### src/rtl/sfmt_pkg.sv
package sfmt_pkg;

    localparam int MEM_W     = 32;
    localparam int REG_W     = 64;
    localparam int MEXP_W    = 8;
    localparam int REXP_W    = 11;
    localparam int FRAC_W    = 23;
    localparam int RFRAC_W   = 52;
    localparam int PAD_W     = RFRAC_W - FRAC_W;          // 29 zero bits below fraction
    localparam int LOWEXP_W  = MEXP_W - 1;                // 7
    localparam int MID_W     = REXP_W - MEXP_W;           // 3 filled bits
    localparam int LW_HI_W   = 2;
    localparam int LW_LO_W   = MEM_W - LW_HI_W;           // 30
    localparam int LW_GAP_W  = REG_W - LW_HI_W - LW_LO_W - PAD_W; // 3

    typedef enum logic [1:0] {
        OP_EXPAND   = 2'd0,
        OP_COMPRESS = 2'd1,
        OP_PACK     = 2'd2,
        OP_NONE     = 2'd3
    } sfmt_op_e;

    typedef struct packed {
        logic [REG_W-1:0] data;
        logic             iov;
        logic             ine;
    } sfmt_res_t;

    // Widen an 8-bit memory exponent to the 11-bit register exponent.
    function automatic logic [REXP_W-1:0] widen_exp(input logic [MEXP_W-1:0] e);
        logic                top;
        logic [LOWEXP_W-1:0] low;
        logic [MID_W-1:0]    mid;
        top = e[MEXP_W-1];
        low = e[LOWEXP_W-1:0];
        if (top && (&low))
            return {REXP_W{1'b1}};
        mid = (!top && (|low)) ? {MID_W{1'b1}} : {MID_W{1'b0}};
        return {top, mid, low};
    endfunction

endpackage

### src/rtl/sfmt_expand.sv
module sfmt_expand
    import sfmt_pkg::*;
(
    input  logic [MEM_W-1:0] mem_word,
    output logic [REG_W-1:0] reg_word
);
    logic              sgn;
    logic [MEXP_W-1:0] mexp;
    logic [FRAC_W-1:0] frac;
    logic [REXP_W-1:0] rexp;

    always_comb begin
        sgn  = mem_word[MEM_W-1];
        mexp = mem_word[MEM_W-2 -: MEXP_W];
        frac = mem_word[FRAC_W-1:0];
        rexp = widen_exp(mexp);
        reg_word = {sgn, rexp, frac, {PAD_W{1'b0}}};
    end
endmodule

### src/rtl/sfmt_compress.sv
module sfmt_compress
    import sfmt_pkg::*;
(
    input  logic [REG_W-1:0] reg_word,
    output logic [REG_W-1:0] mem_word
);
    logic [MEM_W-1:0] slice;

    // Top two bits straight across, remaining bits from the fraction window.
    for (genvar g = 0; g < MEM_W; g++) begin : g_map
        if (g >= LW_LO_W) begin : g_hi
            assign slice[g] = reg_word[g + REG_W - MEM_W];
        end else begin : g_lo
            assign slice[g] = reg_word[g + PAD_W];
        end
    end

    assign mem_word = {{(REG_W-MEM_W){1'b0}}, slice};
endmodule

### src/rtl/sfmt_pack.sv
module sfmt_pack
    import sfmt_pkg::*;
(
    input  logic [REG_W-1:0] int_word,
    output logic [REG_W-1:0] reg_word,
    output logic             ovf
);
    logic [MEM_W-1:0] low;

    always_comb begin
        low      = int_word[MEM_W-1:0];
        ovf      = (int_word != {{(REG_W-MEM_W){low[MEM_W-1]}}, low});
        reg_word = {low[MEM_W-1 -: LW_HI_W], {LW_GAP_W{1'b0}},
                    low[LW_LO_W-1:0], {PAD_W{1'b0}}};
    end
endmodule

### src/rtl/sfmt_convert.sv
module sfmt_convert
    import sfmt_pkg::*;
(
    input  logic             clk,
    input  logic             rst,
    input  logic             in_valid,
    input  logic [1:0]       in_op,
    input  logic [63:0]      in_data,
    output logic             out_valid,
    output logic [63:0]      out_data,
    output logic             out_iov,
    output logic             out_ine
);
    logic [REG_W-1:0] exp_w, cmp_w, pck_w;
    logic             pck_ovf;
    sfmt_res_t        nxt, cur;
    logic             vld_q;

    sfmt_expand   u_expand   (.mem_word(in_data[MEM_W-1:0]), .reg_word(exp_w));
    sfmt_compress u_compress (.reg_word(in_data), .mem_word(cmp_w));
    sfmt_pack     u_pack     (.int_word(in_data), .reg_word(pck_w), .ovf(pck_ovf));

    always_comb begin
        nxt = '0;
        unique case (sfmt_op_e'(in_op))
            OP_EXPAND:   nxt.data = exp_w;
            OP_COMPRESS: nxt.data = cmp_w;
            OP_PACK: begin
                nxt.data = pck_w;
                nxt.iov  = pck_ovf;
                nxt.ine  = pck_ovf;
            end
            default:     nxt = '0;
        endcase
    end

    always_ff @(posedge clk) begin
        if (rst) begin
            vld_q <= 1'b0;
            cur   <= '0;
        end else begin
            vld_q <= in_valid;
            if (in_valid)
                cur <= nxt;
        end
    end

    assign out_valid = vld_q;
    assign out_data  = cur.data;
    assign out_iov   = cur.iov;
    assign out_ine   = cur.ine;
endmodule

### config.mk
export PLATFORM = sky130hd
export DESIGN_NAME = sfmt_convert
export DESIGN_NICKNAME = d
export VERILOG_FILES = /design/src/rtl/sfmt_pkg.sv /design/src/rtl/sfmt_expand.sv /design/src/rtl/sfmt_compress.sv /design/src/rtl/sfmt_pack.sv /design/src/rtl/sfmt_convert.sv
export SDC_FILE = /design/constraint.sdc
export NUM_CORES = 1
export LEC_CHECK = 0
export BUFFER_PORTS_ARGS = -buffer_cell sky130_fd_sc_hd__buf_2
export CORE_MARGIN = 1
export CORE_UTILIZATION = 45
export CTS_CLUSTER_SIZE = 20
export DETAILED_ROUTE_END_ITERATION = 12
export GPL_TIMING_DRIVEN = 0
export PLACE_DENSITY = 0.87
export SYNTH_ARGS = -nofsm -noshare
export SYNTH_HDL_FRONTEND = slang
export SYNTH_SLANG_ARGS = --single-unit
### constraint.sdc
create_clock -name clk -period 1.2 [get_ports clk]
set_input_delay 0.06 -clock clk [delete_from_list [all_inputs] [get_ports clk]]
set_output_delay 0.06 -clock clk [all_outputs]
set_load 0.05 [all_outputs]
=== Yosys cells after proc, flatten, opt, wreduce, memory -nomap -nowiden ===
Cells that the tools add are included.

* Flip-flop bits (word level): 67
* Input port bits: 69
* Output and inout port bits: 67
* Logic and storage cells: 19

* Equality and inequality tests: 3
* Mux-type cells: 6
* Reductions and logical operators: 6

{| class="wikitable"
|+ Operators with widths
! kind !! number
|-
| 64-bit case mux with 3 select lines || 1
|-
| 32-bit != test || 1
|-
| 11-bit 2-to-1 mux || 2
|-
| 7-bit AND reduction || 1
|-
| 7-bit OR reduction || 1
|-
| 3-bit 2-to-1 mux || 1
|-
| 2-bit by 1-bit == test with 1-bit output, second input constant || 1
|-
| 2-bit == test, second input constant || 1
|-
| 1-bit logical AND || 2
|-
| 2-bit logical NOT || 1
|-
| 2-bit 2-to-1 mux || 1
|-
| 1-bit logical NOT || 1
|-
| 1-bit 2-to-1 mux || 1
|}

=== Longest topological paths before layout ===
* Word-level depth: 5
* Depth in mapped cells: 6

=== Cells and area by module ===
From an unflattened synthesis, not the netlist that was laid out.

* Cells, all modules: 675
* Area total of the unflattened synthesis: 5,277.6 um2

{| class="wikitable"
|+ Modules (own cells, without submodules)
! module !! instances !! cells each !! area an instance (um2) !! sequential area each (um2)
|-
| sfmt_convert || 1 || 442 || 3,618.5 || 1,321.3
|-
| sfmt_pack || 1 || 99 || 684.4 || 0.0
|-
| sfmt_expand || 1 || 69 || 490.5 || 0.0
|-
| sfmt_compress || 1 || 65 || 484.2 || 0.0
|}

=== Least setup slack after synthesis ===
No wires, ideal clock.

* Kind: reg-to-output
* Start point: register, netlist name out_data[61]
* End point: output port out_data[60]
* Arrival time: 0.934 ns
* Path slack: 0.206 ns
* Cell stages (with the launch flop): 2
* Buffers on the path: 1
* Path through: dfxtp_1 buf_4

{| class="wikitable"
|+ RTL lines
! what !! line !! text
|-
| to (decl) || sfmt_convert.sv:10 || <nowiki>output logic [63:0] out_data,</nowiki>
|}

==> impl_metrics.py <==
metrics = {
    "clocking": {
        "path_clk_slew_ns": 0.07,
        "htree_levels": 3,
        "postCtsSetupBuffers": 0,
        "clk_latency_ns": 0.33,
        "numCtsBuffers": 9,
        "cts_root_buf": "clkbuf_8",
        "clockBufferDepth": 2,
        "cts.sink_count": 64,
        "cts_tree": "yes",
    },
    "logic_synthesis": {
        "synth_most_common_cell": "nor2_1",
        "ys_ff_latch": 64,
        "yosysSeqAreaShare_pct": 48.2,
        "synth-warning-count": 0,
        "syn_area_um2": 2660,
        "yosysTopAreaCellShare_pct": 48.2,
        "synth_fp_nets": 393,
        "ys_types": 27,
        "yosys-top-cells-count": "nor2_1 (66), dfxtp_1 (64), a21oi_1 (63)",
        "synthArstFlopShare_pct": 0,
        "synth_area_leader_cell": "dfxtp_1",
        "synth_edf_count": 0,
        "avgSynthCellArea_um2": 8.21,
        "synthTopCellsByArea": "dfxtp_1 (48%), nor2b_1 (14%), a21oi_1 (12%)",
        "synth_flop_cell": "dfxtp_1",
        "syn_inst": 324,
    },
    "setup_path": {
        "reg2reg_to": "out_data[34]",
        "crit_family": "flip-flops",
        "crit_cells": 2,
        "crit_path_start": "out_data[61]",
        "cp-start-kind": "flip-flop",
        "r2r_setup_slack_ns": 0.35,
        "crit_slowest_cell": "dfxtp_1",
        "worstPathRequired_ns": 1.14,
        "path_class": "flip-flop to primary output",
        "worstPathArrival_ns": 1.08,
        "max_stage_delay_ns": 0.38,
        "reg2reg_from": "out_data[34]",
        "reg2regPathDepth": 3,
        "worst-path-buf-inv": 2,
        "end_kind": "primary output",
        "crit_end": "out_data[60]",
        "crit_chain": "buf_4 -> buf_2",
        "crit_fanout": 4,
    },
    "sta": {
        "finalMaxSlewViolations": 0,
        "fmax_ghz": 0.879,
        "setup_ws_ns": 0.0627,
        "hold_viol": 0,
        "setup_viol": 0,
        "max_slew.worst_pin.slew_ns": 0.452,
        "finalCriticalPeriod_ns": 1.14,
        "hold_slack_ns": 0.00307,
        "timing.setup.tns_ns": 0,
        "skew_ns": 0,
        "rsz0062_at_grt": "no",
        "worst_slew_margin_rel_pct": 69.8,
        "fin_crit_sh_pct": 94.8,
    },
    "job": {
        "maxCapViolCount": 0,
    },
    "routing": {
        "wl_per_cell_um": 14.1,
        "viasPerCell": 5.08,
        "finalWirelength_um": 8300,
        "drt_iter0_drc": 131,
        "firstDrtPassIters": 4,
        "postRouteAntennaNets": 0,
        "vias": 2988,
        "route.detailed.drc": 0,
    },
    "finish": {
        "syn2layout_area_growth_pct": 52.7,
        "fin_cells": 588,
        "layout.nets": 580,
        "drive_above_1_share_pct": 32.0,
        "antennaDiodeCount": 0,
        "n_fill_cell": 441,
        "final_area_um2": 4060,
        "fin_util_pct": 72.4,
    },
    "place": {
        "dpl_worst_slack_ns": -0.111,
        "hpwl_um": 5380,
        "numPortBuffers": 133,
        "place_area_um2": 3410,
        "dp.cells": 529,
        "place.gp.congestion": 0.868,
    },
    "outcome": {
        "outcome": "complete, no violations",
    },
    "floorplanning": {
        "die_h_um": 78.9,
        "initial_core_util_pct": 47.4,
        "dieArea_um2": 6220,
        "pin_count": 136,
        "die_x_um": 78.9,
        "coreArea_um2": 5610,
        "rows": 27,
    },
    "global_route": {
        "grt_pass1_vias": 2820,
        "antenna_found_initial": 0,
        "grt_max_degree": 11,
        "grt_pass1_wl_um": 12900,
        "grt_overflow": 0,
        "grtUsageTotal_pct": 26.9,
    },
    "power": {
        "p_per_area_nw_per_um2": 1230,
        "p_total_mw": 5.00,
        "p_leak_nw": 1.91,
        "ir_drop_v": 0.000785,
    },
    "worst_hold_path": {
        "min_path_type": "primary input to flip-flop",
    },
}
-- state kept, by name, indices dropped and copies added (netlist names) --
register   cells
out_valid      1
out_ine        1
out_data      62
-- layer usage --
metal  wire length, um  part of all wire, %  track usage (%)
met4               171                  2.1             12.9
met3               454                  5.5             5.98
met2              4280                   52             49.0
met1              3390                   41             29.3
met5                 0                    0                0
-- cells in the final DEF (no fill, tap or decap), drive strengths merged --
master	count
nor2	66
nor2b	58
and3b	1
o2111ai	1
a31oi	4
dlygate4sd3	43
a21oi	63
nand4	5
and2	1
nand2b	3
nor3	8
nand2	5
nor4	5
clkinv	2
and2b	5
dfxtp	64
buf	146
o41ai	1
a211oi	3
nand3b	1
clkbuf	24
nand3	4
o21ai	2
bufinv	1
-- timing repair --
item | CTS | global route
resized for setup | 0 | 3
endpoints found under the setup margin | 0 | 1
hold endpoints to repair | 43 | 0
hold buffers | 43 | 0
-- area by class of cell --
type,instances,area [um^2],area share [%]
clock inverters,3,40.0,0.986
repair buffers,176,1100,27.0
well taps,72,90.1,2.22
flip-flops and latches,64,1280,31.6
plain buffers,24,140,3.45
multi-input cells,236,1250,30.9
clock buffers,13,159,3.91
-- kinds of logic after synthesis --
logic type / count (synthesis) / synth area share, %
buf+inv: 24 / 5.27
simple gates: 162 / 31.9
compound gates: 74 / 14.7
flops: 64 / 48.2
-- worst reg2reg max path, delay by kind of cell, from the launching register on --
family / cells / cell delay (ns)
AO/OA/AOI/OAI: 1 / 0.20
flip-flops: 1 / 0.31
AND/OR/NAND/NOR: 2 / 0.20
-- worst min path at each step --
stage	from	endpoint	slack, ns	cells after the start
final	in_data[47]	out_data[18]	0.003	3
after global routing	in_data[25]	out_data[54]	0.002	3
after CTS	in_data[49]	out_data[20]	0.002	3
after detailed placement	in_data[11]	out_data[40]	0.29	3
after global placement	in_data[19]	out_data[48]	0.29	3
after floorplan	in_data[20]	out_data[49]	0.20	2
-- report_power, final --
group | internal [mW] | switching [mW]
Combinational | 0.343 | 0.566
Sequential | 2.20 | 0.0346
Clock | 1.07 | 0.795
Total | 3.61 | 1.40
Power figures use the tool's default switching activity.
